`src/rtl/bcdcnt_pkg.sv`:
```
package bcdcnt_pkg;
  localparam int MAX_VAL    = 99;
  localparam int LIM_W      = 7;
  localparam int CNT_W      = $clog2(MAX_VAL + 1);
  localparam int NUM_DIGITS = 2;
  typedef logic [3:0] bcd_t;
endpackage

```
`src/rtl/bcdcnt_limit.sv`:
```
module bcdcnt_limit
  import bcdcnt_pkg::*;
#(
  parameter int LW   = LIM_W,
  parameter int CW   = CNT_W,
  parameter int MAXV = MAX_VAL
) (
  input  logic          clk,
  input  logic          rst,
  input  logic          run_i,
  input  logic [LW-1:0] limit_i,
  output logic [CW-1:0] limit_q
);
  localparam logic [LW-1:0] MAX_IN  = LW'(MAXV);
  localparam logic [CW-1:0] MAX_CNT = CW'(MAXV);

  logic [CW-1:0] clamped;

  always_comb begin
    if (limit_i > MAX_IN) clamped = MAX_CNT;
    else                  clamped = CW'(limit_i);
  end

  always_ff @(posedge clk) begin
    if (rst)         limit_q <= '0;
    else if (!run_i) limit_q <= clamped;
  end

  assert_limit_clamped_R5: assert property (@(posedge clk) disable iff (rst)
    limit_q <= MAX_CNT);

  assert_limit_frozen_R6: assert property (@(posedge clk) disable iff (rst)
    run_i |=> $stable(limit_q));
endmodule

```
`src/rtl/bcdcnt_core.sv`:
```
module bcdcnt_core
  import bcdcnt_pkg::*;
#(
  parameter int CW = CNT_W
) (
  input  logic          clk,
  input  logic          rst,
  input  logic          run_i,
  input  logic          tick_i,
  input  logic [CW-1:0] limit_q,
  output logic [CW-1:0] count_q
);
  logic below;
  assign below = (count_q < limit_q);

  always_ff @(posedge clk) begin
    if (rst)                         count_q <= '0;
    else if (!run_i)                 count_q <= '0;
    else if (tick_i && below)        count_q <= CW'(count_q + 1'b1);
  end

  assert_set_zero_R2: assert property (@(posedge clk) disable iff (rst)
    !run_i |=> (count_q == '0));

  assert_no_tick_hold_R3: assert property (@(posedge clk) disable iff (rst)
    (run_i && !tick_i) |=> $stable(count_q));

  assert_no_overflow_R4: assert property (@(posedge clk) disable iff (rst)
    count_q <= limit_q);
endmodule

```
`src/rtl/bcdcnt_bcd.sv`:
```
module bcdcnt_bcd
  import bcdcnt_pkg::*;
#(
  parameter int CW = CNT_W,
  parameter int ND = NUM_DIGITS
) (
  input  logic                clk,
  input  logic                rst,
  input  logic [CW-1:0]       bin_i,
  output logic [ND-1:0][3:0]  digits_o
);
  function automatic int pow10(input int n);
    int p;
    p = 1;
    for (int k = 0; k < n; k++) p = p * 10;
    return p;
  endfunction

  for (genvar g = 0; g < ND; g++) begin : g_digit
    localparam int WEIGHT = pow10(g);
    assign digits_o[g] = 4'((int'(bin_i) / WEIGHT) % 10);
  end

  int recon;
  always_comb begin
    recon = 0;
    for (int k = 0; k < ND; k++) recon = recon + int'(digits_o[k]) * pow10(k);
  end

  assert_bcd_recombine_R8: assert property (@(posedge clk) disable iff (rst)
    recon == int'(bin_i));
endmodule

```
`src/rtl/bcd_sat_counter.sv`:
```
module bcd_sat_counter
  import bcdcnt_pkg::*;
(
  input  logic             clk,
  input  logic             rst,
  input  logic             tick_i,
  input  logic             run_i,
  input  logic [LIM_W-1:0] limit_i,
  output logic [3:0]       tens_o,
  output logic [3:0]       ones_o
);
  logic [CNT_W-1:0]            limit_q;
  logic [CNT_W-1:0]            count_q;
  logic [NUM_DIGITS-1:0][3:0]  digits;

  bcdcnt_limit #(.LW(LIM_W), .CW(CNT_W), .MAXV(MAX_VAL)) u_limit (
    .clk(clk), .rst(rst), .run_i(run_i), .limit_i(limit_i), .limit_q(limit_q)
  );

  bcdcnt_core #(.CW(CNT_W)) u_core (
    .clk(clk), .rst(rst), .run_i(run_i), .tick_i(tick_i),
    .limit_q(limit_q), .count_q(count_q)
  );

  bcdcnt_bcd #(.CW(CNT_W), .ND(NUM_DIGITS)) u_bcd (
    .clk(clk), .rst(rst), .bin_i(count_q), .digits_o(digits)
  );

  assign ones_o = digits[0];
  assign tens_o = digits[1];
endmodule

```
`config.mk`:
```
export PLATFORM = sky130hd
export DESIGN_NAME = bcd_sat_counter
export DESIGN_NICKNAME = d
export VERILOG_FILES = /design/src/rtl/bcdcnt_pkg.sv /design/src/rtl/bcdcnt_limit.sv /design/src/rtl/bcdcnt_core.sv /design/src/rtl/bcdcnt_bcd.sv /design/src/rtl/bcd_sat_counter.sv
export SDC_FILE = /design/constraint.sdc
export NUM_CORES = 1
export LEC_CHECK = 0
export ABC_AREA = 1
export CAP_MARGIN = 5
export CORE_UTILIZATION = 45
export CTS_CLUSTER_SIZE = 20
export DETAILED_ROUTE_END_ITERATION = 10
export GPL_ROUTABILITY_DRIVEN = 0
export MAX_ROUTING_LAYER = met4
export PLACE_DENSITY = 0.68
export SYNTH_ARGS = -nofsm -noshare
export SYNTH_HDL_FRONTEND = slang
export SYNTH_HIERARCHICAL = 1
export SYNTH_SLANG_ARGS = --single-unit
```
`constraint.sdc`:
```
create_clock -name clk -period 4.3 [get_ports clk]
set_input_delay 0.86 -clock clk [delete_from_list [all_inputs] [get_ports clk]]
set_output_delay 0.86 -clock clk [all_outputs]
set_load 0.01 [all_outputs]
```
==> results.py, run 1 <==
metrics = {
    "run_status": {
        "status": "finished with violations",
        "failed_checks": "design-rule violations",
    },
    "final_layout": {
        "layout_common_cells": "nand2_1, inv_1, nor2_1, clkdlybuf4s50_1, nand3_1",
        "antenna_cells": 0,
        "drive_gt1_frac": 0.152,
        "final_common_cell": "nand2_1",
        "area_growth_pct": 17.8,
        "layout.cells.non_filler": 275,
        "fin_nets": 266,
    },
    "timing": {
        "rsz0062_at_grt": "false",
        "drv_slew": 0,
        "worst_slew_pin_slew_ns": 0.482,
        "hold_viol": 0,
        "finalCritPeriodShare": 0.921,
        "fmax_ghz": 0.252,
        "skew_ns": 0.00305,
        "relSlewSlack": 0.678,
        "finalSetupViolations": 0,
        "period_needed_ns": 3.96,
        "setup_tns_ns": 0,
    },
    "yosys": {
        "syn_inst": 223,
        "yosysSeqAreaShare": 0.206,
        "syn_area_sq_um": 1360,
        "syn_avg_cell_area_sq_um": 6.10,
        "ys_types": 25,
        "yosysWarningCount": 6,
        "syn_nets": 243,
        "ys_seq_elements": 14,
    },
    "routing": {
        "firstDrtPassIters": 8,
        "drc_errors": 3,
        "wire_per_inst_um": 9.03,
        "ant_nets": 0,
        "via_per_inst": 4.91,
        "dr_total_vias": 1351,
        "wirelength_mm": 2.48,
        "dr.first_iter.drc_count": 30,
    },
    "floorplanning": {
        "core_sq_um": 2810,
        "io-pin-count": 19,
        "die_width_um": 57.0,
        "die-height_um": 57.0,
        "die-area_sq_um": 3250,
        "start_util": 0.485,
        "rows": 19,
    },
    "power_and_ir_drop": {
        "vdd_drop_max_mv": 0.162,
        "finalPower_mw": 0.271,
        "p_per_area_nw_per_um2": 169,
        "p_leak_nw": 0.819,
    },
    "setup_path": {
        "crit_start": "u_core/count_q[4]",
        "cp_max_fo": 11,
        "r2r-end": "u_core/count_q[2]",
        "critPathLaunchType": "register",
        "worstPathArrival_ns": 3.10,
        "timing.rr.start": "u_core/count_q[4]",
        "path_cells": "inv_2 > nand2_2 > ha_1 > inv_1 > o21ai_1 > nand2_1 > nand2_1 > nand3_1 > nand2_1 > nor3_4 > nand2_2 > inv_1 > ha_1 > o21ai_0 > clkdlybuf4s50_1",
        "critPathKind": "reg2out",
        "rr_worst_depth": 8,
        "crit_top_cell": "nand2_1",
        "reg2reg_slack_ns": 2.58,
        "end_kind": "output pin",
        "max_stage_delay_ns": 0.55,
        "crit_end": "tens_o[2]",
        "critPathRequiredTime_ns": 3.44,
        "cpMaxStageDelayCell": "clkdlybuf4s50_1",
    },
    "global_route": {
        "track_usage": 0.177,
        "grt_max_degree": 12,
        "grt_overflow": 0,
        "grt_pass1_wl_mm": 4.46,
        "grt_pass1_vias": 1167,
        "grt_antenna_before_repair": 0,
    },
    "run": {
        "cap_violations": 0,
    },
    "cts": {
        "ctsLongestPathBuffers": 2,
        "clock_latency_ns": 0.27,
        "cts_resized": 0,
        "cts_buffers": 3,
        "cts_sinks": 14,
        "cts_root_buffer": "clkbuf_4",
        "cts_tree": "done",
        "post-cts-setup-buffers": 0,
        "clk_pin_slew_ns": 0.07,
        "cts_htree_levels": 1,
        "hold_buffers": 0,
    },
    "place": {
        "io_buffers": 18,
        "place_hpwl_mm": 2.05,
        "dp.cells": 272,
    },
    "worst_hold_path": {
        "hold_path_class": "reg2reg",
        "min_from": "u_limit/limit_q[6]",
    },
}
[kinds of logic after synthesis]
family / count (synthesis) / synth area share
and+or+nand+nor: 125 / 0.453
adders and majority gates: 9 / 0.0828
DFF: 14 / 0.206
AOI/OAI and AO/OA: 25 / 0.110
buffers and inverters: 48 / 0.135
xor gates and xnor gates: 2 / 0.0129
[worst max-delay path: cells and delay by family, from the launching register on]
family | cells | cell delay (ns)
compound gates | 2 | 0.19
flops | 1 | 0.54
fa+ha+maj | 2 | 0.45
buf+inv | 4 | 0.81
simple gates | 7 | 0.83
[worst min path at each step]
stage,endpoint,slack [ns],depth (start not counted)
final,u_limit/limit_q[6],0.48,2
after detailed placement,u_limit/limit_q[6],0.47,2
after CTS,u_limit/limit_q[6],0.49,2
after global routing,u_limit/limit_q[6],0.53,2
after floorplan,u_limit/limit_q[5],0.46,2
after global placement,u_limit/limit_q[6],0.47,2
[stage by stage]
stage	hold slack, ns	util	instance area (sq um)	worst slack (ns)
finish	0.485	0.571	1600	0.339
global placement	0.466	0.563	1580	0.721
CTS	0.490	0.571	1600	0.327
global route	0.528	0.571	1600	0.0358
detailed placement	0.472	0.563	1580	0.624
floorplan	0.455	-	1360	1.24
[cell usage after synthesis, drive strengths merged]
cell type,number,area share
nand2,67,0.22
inv,47,0.13
nor2,29,0.086
nand3,20,0.094
dfxtp,14,0.21
o21ai,14,0.054
a21oi,10,0.051
ha,9,0.083
nand4,5,0.023
nor3,4,0.030
xor2,2,0.013
buf,1,0.0055
o211ai,1,0.0055
[sequential cells by signal, summed over array words and instances, names as in the netlist]
signal / flops
u_core/count_q: 7
u_limit/limit_q: 7
[routing by layer]
layer,vias up,track usage,wire (um)
met5,-,-,0
met4,0,0.0767,37
met3,6,0.0227,64
met2,27,0.323,1210
met1,572,0.192,1170
li1,746,-,-
[where the power goes]
| group | internal (mW) | switching, mW |
|---|---|---|
| sequential | 0.136 | 0.00541 |
| clock | 0.0323 | 0.0376 |
| combinational | 0.0269 | 0.0328 |
| total | 0.195 | 0.0758 |
[layout make-up]
class	count	area, sq um
Timing Repair Buffer	19	188
Multi-Input combinational cell	161	896
Tap cell	31	38.8
Fill cell	285	1200
Sequential cell	14	280
Inverter	47	176
Clock buffer	3	22.5
No activity file was read; power rests on OpenSTA's default activity.
==> run 2, diff against run 1 <==
--- a/config.mk
+++ b/config.mk
@@ -8,6 +8,7 @@
 export ABC_AREA = 1
 export CAP_MARGIN = 5
 export CORE_UTILIZATION = 45
+export CTS_CLUSTER_DIAMETER = 120
 export CTS_CLUSTER_SIZE = 20
 export DETAILED_ROUTE_END_ITERATION = 10
 export GPL_ROUTABILITY_DRIVEN = 0
==> constraint.sdc (replaced) <==
create_clock -name clk -period 4.3 [get_ports clk]
set_input_delay 0.86 -clock clk [delete_from_list [all_inputs] [get_ports clk]]
set_output_delay 0.86 -clock clk [all_outputs]
set_load 0.05 [all_outputs]
==> results.py, run 2 (synthesized netlist as in run 1, its figures left out) <==
metrics = {
    "timing": {
        "finalCritPeriodShare": 0.928,
        "skew_ns": 0.00223,
        "fmax_ghz": 0.251,
        "period_needed_ns": 3.99,
        "worst_slew_pin_slew_ns": 0.501,
        "relSlewSlack": 0.665,
        "drv_slew": 0,
        "fin_hold_ws_ns": 0.495,
        "finalSetupViolations": 0,
        "setup_tns_ns": 0,
        "rsz0062_at_grt": "false",
        "hold_viol": 0,
    },
    "cts": {
        "clock_latency_ns": 0.27,
        "cts_root_buffer": "clkbuf_4",
        "cts_tree": "done",
        "clk_pin_slew_ns": 0.08,
        "ctsLongestPathBuffers": 2,
        "cts_htree_levels": 1,
        "hold_buffers": 0,
        "cts_resized": 0,
        "post-cts-setup-buffers": 0,
        "cts_buffers": 3,
        "cts_sinks": 14,
    },
    "final_layout": {
        "utilization": 0.579,
        "fin_nets": 267,
        "top_regs": "u_core/count_q (7), u_limit/limit_q (7)",
        "area_growth_pct": 19.4,
        "drive_gt1_frac": 0.155,
        "final_common_cell": "nand2_1",
        "antenna_cells": 0,
        "layout_common_cells": "nand2_1, inv_1, nor2_1, nand3_1, dfxtp_1",
    },
    "global_route": {
        "grt_pass1_wl_mm": 4.33,
        "use_met2": 0.311,
        "met3_usage": 0.0136,
        "grt_max_degree": 11,
        "grt_pass1_vias": 1105,
        "track_usage": 0.170,
        "grt_overflow": 0,
        "grt.busiest_layer": "met2",
        "grt_antenna_before_repair": 0,
        "met1_usage": 0.194,
    },
    "power_and_ir_drop": {
        "switchingPower_mw": 0.0836,
        "power.share.combinational": 0.231,
        "p_leak_nw": 0.935,
        "p_per_area_nw_per_um2": 172,
        "vdd_drop_max_mv": 0.162,
        "netSwitchingFraction": 0.300,
        "p_int_mw": 0.195,
        "p_clk_frac": 0.262,
        "seqPwrFrac": 0.507,
    },
    "floorplanning": {
        "start_util": 0.485,
        "io-pin-count": 19,
        "die-area_sq_um": 3250,
        "rows": 19,
        "core_sq_um": 2810,
        "die-height_um": 57.0,
        "die_width_um": 57.0,
    },
    "place": {
        "place_hpwl_mm": 2.06,
        "io_buffers": 18,
    },
    "setup_path": {
        "cp_max_fo": 9,
        "worst_path_dominant_cell_family": "simple AND/OR/NAND/NOR gates",
        "crit_top_cell": "nand2_1",
        "end_kind": "output pin",
        "path_cells": "inv_1 > nand2_2 > ha_1 > inv_1 > o21ai_1 > nand2_1 > nand2_1 > nand3_1 > nand2_1 > nor3_4 > nand2_2 > nand2_1 > nand2_2 > inv_2 > nand2_4 > nand2_4 > clkdlybuf4s50_1",
        "worst-path-buf-inv": 4,
        "critPathKind": "reg2out",
        "max_stage_delay_ns": 0.79,
        "critPathLaunchType": "register",
        "critPathRequiredTime_ns": 3.44,
        "worstPathArrival_ns": 3.13,
        "cpMaxStageDelayCell": "clkdlybuf4s50_1",
    },
    "routing": {
        "ant_nets": 0,
        "dr_total_vias": 1349,
        "wire_per_inst_um": 9.15,
        "dr.first_iter.drc_count": 28,
        "firstDrtPassIters": 7,
        "wirelength_mm": 2.53,
        "drc_errors": 2,
        "via_per_inst": 4.89,
    },
    "worst_hold_path": {
        "hold_path_class": "reg2reg",
    },
    "run": {
        "cap_violations": 0,
    },
    "run_status": {
        "failed_checks": "design-rule violations",
        "status": "finished with violations",
    },
}
[run 2: final timing paths]
kind,start,to,slack (ns),cells past startpoint
setup / recovery,u_core/count_q[5],tens_o[0],0.31,17
hold / removal,u_limit/limit_q[5],u_limit/limit_q[5],0.50,2
setup reg to reg,u_core/count_q[6],u_core/count_q[5],2.67,9
hold reg to reg,u_limit/limit_q[5],u_limit/limit_q[5],0.50,2
[run 2: stage by stage]
step / worst slack [ns] / total power, mW / instance area (sq um) / instances
after floorplan: 0.427 / 0.188 / 1360 / 223
after global placement: 0.520 / 0.209 / 1590 / 273
after detailed placement: 0.422 / 0.209 / 1590 / 273
after CTS: 0.112 / 0.283 / 1610 / 276
after global routing: 0.0706 / 0.297 / 1620 / 276
final: 0.308 / 0.279 / 1620 / 276
[run 2: cell type report]
class,instances,area [sq um]
fillers,273,1180
multi-input cells,161,896
flip-flops and latches,14,280
repair buffers,20,210
inverters,47,176
well taps,31,38.8
clock buffers,3,22.5
[run 2: power groups by stage]
stage,Combinational [mW],Sequential (mW),Clock (mW)
after global placement,0.0644,0.144,0
after global routing,0.0723,0.143,0.0819
after floorplan,0.0449,0.143,0
after detailed placement,0.0650,0.145,0
final,0.0645,0.141,0.0730
after CTS,0.0651,0.141,0.0767
[run 2: per-layer routing]
layer / part of all wire / up-vias
met4: 0.014 / 0
met3: 0.025 / 4
met5: 0 / -
li1: - / 745
met2: 0.49 / 20
met1: 0.47 / 580
[run 2: worst reg2reg max path, delay by kind of cell, from the launching register on]
family	cells	cell delay [ns]
simple gates	6	0.51
buf+inv	1	0.17
compound gates	1	0.27
fa+ha+maj	1	0.30
flops	1	0.32
==> run 3, diff against run 2 <==
--- a/config.mk
+++ b/config.mk
@@ -14,6 +14,7 @@
 export GPL_ROUTABILITY_DRIVEN = 0
 export MAX_ROUTING_LAYER = met4
 export PLACE_DENSITY = 0.68
+export RECOVER_POWER = 100
 export SYNTH_ARGS = -nofsm -noshare
 export SYNTH_HDL_FRONTEND = slang
 export SYNTH_HIERARCHICAL = 1
==> results.py, run 3 (synthesized netlist as in run 1, its figures left out) <==
metrics = {
    "final_layout": {
        "fin_nets": 267,
        "multiInputGateArea_sq_um": 896,
        "utilization": 0.560,
        "seq_area_sq_um": 280,
        "layout.cells.non_filler": 276,
        "drive_gt1_frac": 0.151,
        "final_area_sq_um": 1570,
        "area_growth_pct": 15.5,
        "layout_common_cells": "nand2_1, inv_1, nor2_1, nand3_1, dfxtp_1",
        "nFillCells": 291,
        "top_regs": "u_core/count_q (7), u_limit/limit_q (7)",
        "antenna_cells": 0,
        "final_common_cell": "nand2_1",
    },
    "place": {
        "dp.cells": 273,
        "place_hpwl_mm": 2.06,
        "post_dp_cell_area_sq_um": 1590,
        "io_buffers": 18,
    },
    "floorplanning": {
        "die_width_um": 57.0,
        "io-pin-count": 19,
        "core_sq_um": 2810,
        "start_util": 0.485,
        "die-area_sq_um": 3250,
        "die-height_um": 57.0,
        "rows": 19,
    },
    "routing": {
        "wirelength_mm": 2.53,
        "drc_errors": 2,
        "dr_total_vias": 1349,
        "firstDrtPassIters": 7,
        "dr.first_iter.drc_count": 29,
        "via_per_inst": 4.89,
        "ant_nets": 0,
        "wire_per_inst_um": 9.15,
    },
    "power_and_ir_drop": {
        "p_leak_nw": 0.815,
        "vdd_drop_max_mv": 0.162,
        "p_per_area_nw_per_um2": 176,
    },
    "global_route": {
        "grt_pass1_vias": 1105,
        "grt_max_degree": 11,
        "grt_antenna_before_repair": 0,
        "grt_pass1_wl_mm": 4.33,
        "grt_overflow": 0,
        "track_usage": 0.170,
    },
    "cts": {
        "clock_latency_ns": 0.27,
        "hold_buffers": 0,
        "cts_htree_levels": 1,
        "cts_buffers": 3,
        "cts_sinks": 14,
        "cts_root_buffer": "clkbuf_4",
        "cts_tree": "done",
        "clk_pin_slew_ns": 0.08,
        "ctsLongestPathBuffers": 2,
        "post-cts-setup-buffers": 0,
    },
    "setup_path": {
        "critPathKind": "reg2out",
        "critPathRequiredTime_ns": 3.44,
        "cpMaxStageDelayCell": "clkdlybuf4s50_1",
        "worstPathArrival_ns": 3.13,
        "critPathLaunchType": "register",
        "worst_path_dominant_cell_family": "simple AND/OR/NAND/NOR gates",
        "path_cells": "inv_1 > nand2_2 > ha_1 > inv_1 > o21ai_1 > nand2_1 > nand2_1 > nand3_1 > nand2_1 > nor3_4 > nand2_2 > nand2_1 > nand2_2 > inv_2 > nand2_4 > nand2_4 > clkdlybuf4s50_1",
        "max_stage_delay_ns": 0.79,
        "worst-path-buf-inv": 4,
        "crit_top_cell": "nand2_1",
        "cp_max_fo": 9,
        "end_kind": "output pin",
    },
    "run": {
        "cap_violations": 0,
    },
    "timing": {
        "rsz0062_at_grt": "false",
        "setup_tns_ns": 0,
        "drv_slew": 0,
        "fmax_ghz": 0.250,
        "finalCritPeriodShare": 0.928,
        "finalSetupViolations": 0,
        "skew_ns": 0.00238,
        "worst_slew_pin_slew_ns": 0.598,
        "fin_hold_ws_ns": 0.495,
        "period_needed_ns": 3.99,
        "hold_viol": 0,
        "relSlewSlack": 0.603,
    },
    "worst_hold_path": {
        "hold_path_class": "reg2reg",
    },
    "run_status": {
        "failed_checks": "design-rule violations",
        "status": "finished with violations",
    },
}
## run 3: per-stage QoR
step                      worst slack, ns  total power, mW
after floorplan                     0.427            0.188
final                               0.308            0.277
after detailed placement            0.422            0.209
after global placement              0.520            0.209
after global routing               0.0706            0.295
after CTS                           0.112            0.283
## run 3: repair_timing
item                                    CTS  global route
endpoints found under the hold margin     0             0
resized for setup                         0             6
endpoints found under the setup margin    0             6
## run 3: area by class of cell
cell class	count	area share
clock buffers	3	0.0143
well taps	31	0.0247
flip-flops and latches	14	0.178
inverters	47	0.112
multi-input cells	161	0.570
repair buffers	20	0.100
## run 3: power by group
part           switching, mW  leakage, nW  total [mW]  internal [mW]
Sequential           0.00528        0.115       0.141          0.136
Clock                 0.0405       0.0138      0.0729         0.0324
Combinational         0.0374        0.687      0.0625         0.0251
Total                 0.0832        0.815       0.277          0.193
## run 3: worst register-to-register path: cells and delay by family, from the launching register on
family	cells	cell delay [ns]
and+or+nand+nor	6	0.51
DFF	1	0.32
AOI/OAI and AO/OA	1	0.27
adders and majority gates	1	0.30
buffers and inverters	1	0.17
## run 3: metal layers
layer	vias up	track usage	wire, um
met3	4	0.0136	70
met1	580	0.194	1190
li1	745	-	-
met4	0	0.0627	35
met2	20	0.311	1230
met5	-	-	0
## run 3: path summary, 6_finish.rpt
check                                         from                 end  slack [ns]  cells past startpoint
worst max-delay path             u_core/count_q[5]           tens_o[0]        0.31                     17
worst min-delay path            u_limit/limit_q[5]  u_limit/limit_q[5]        0.50                      2
worst max register to register   u_core/count_q[6]   u_core/count_q[5]        2.66                      9
worst min register to register  u_limit/limit_q[5]  u_limit/limit_q[5]        0.50                      2
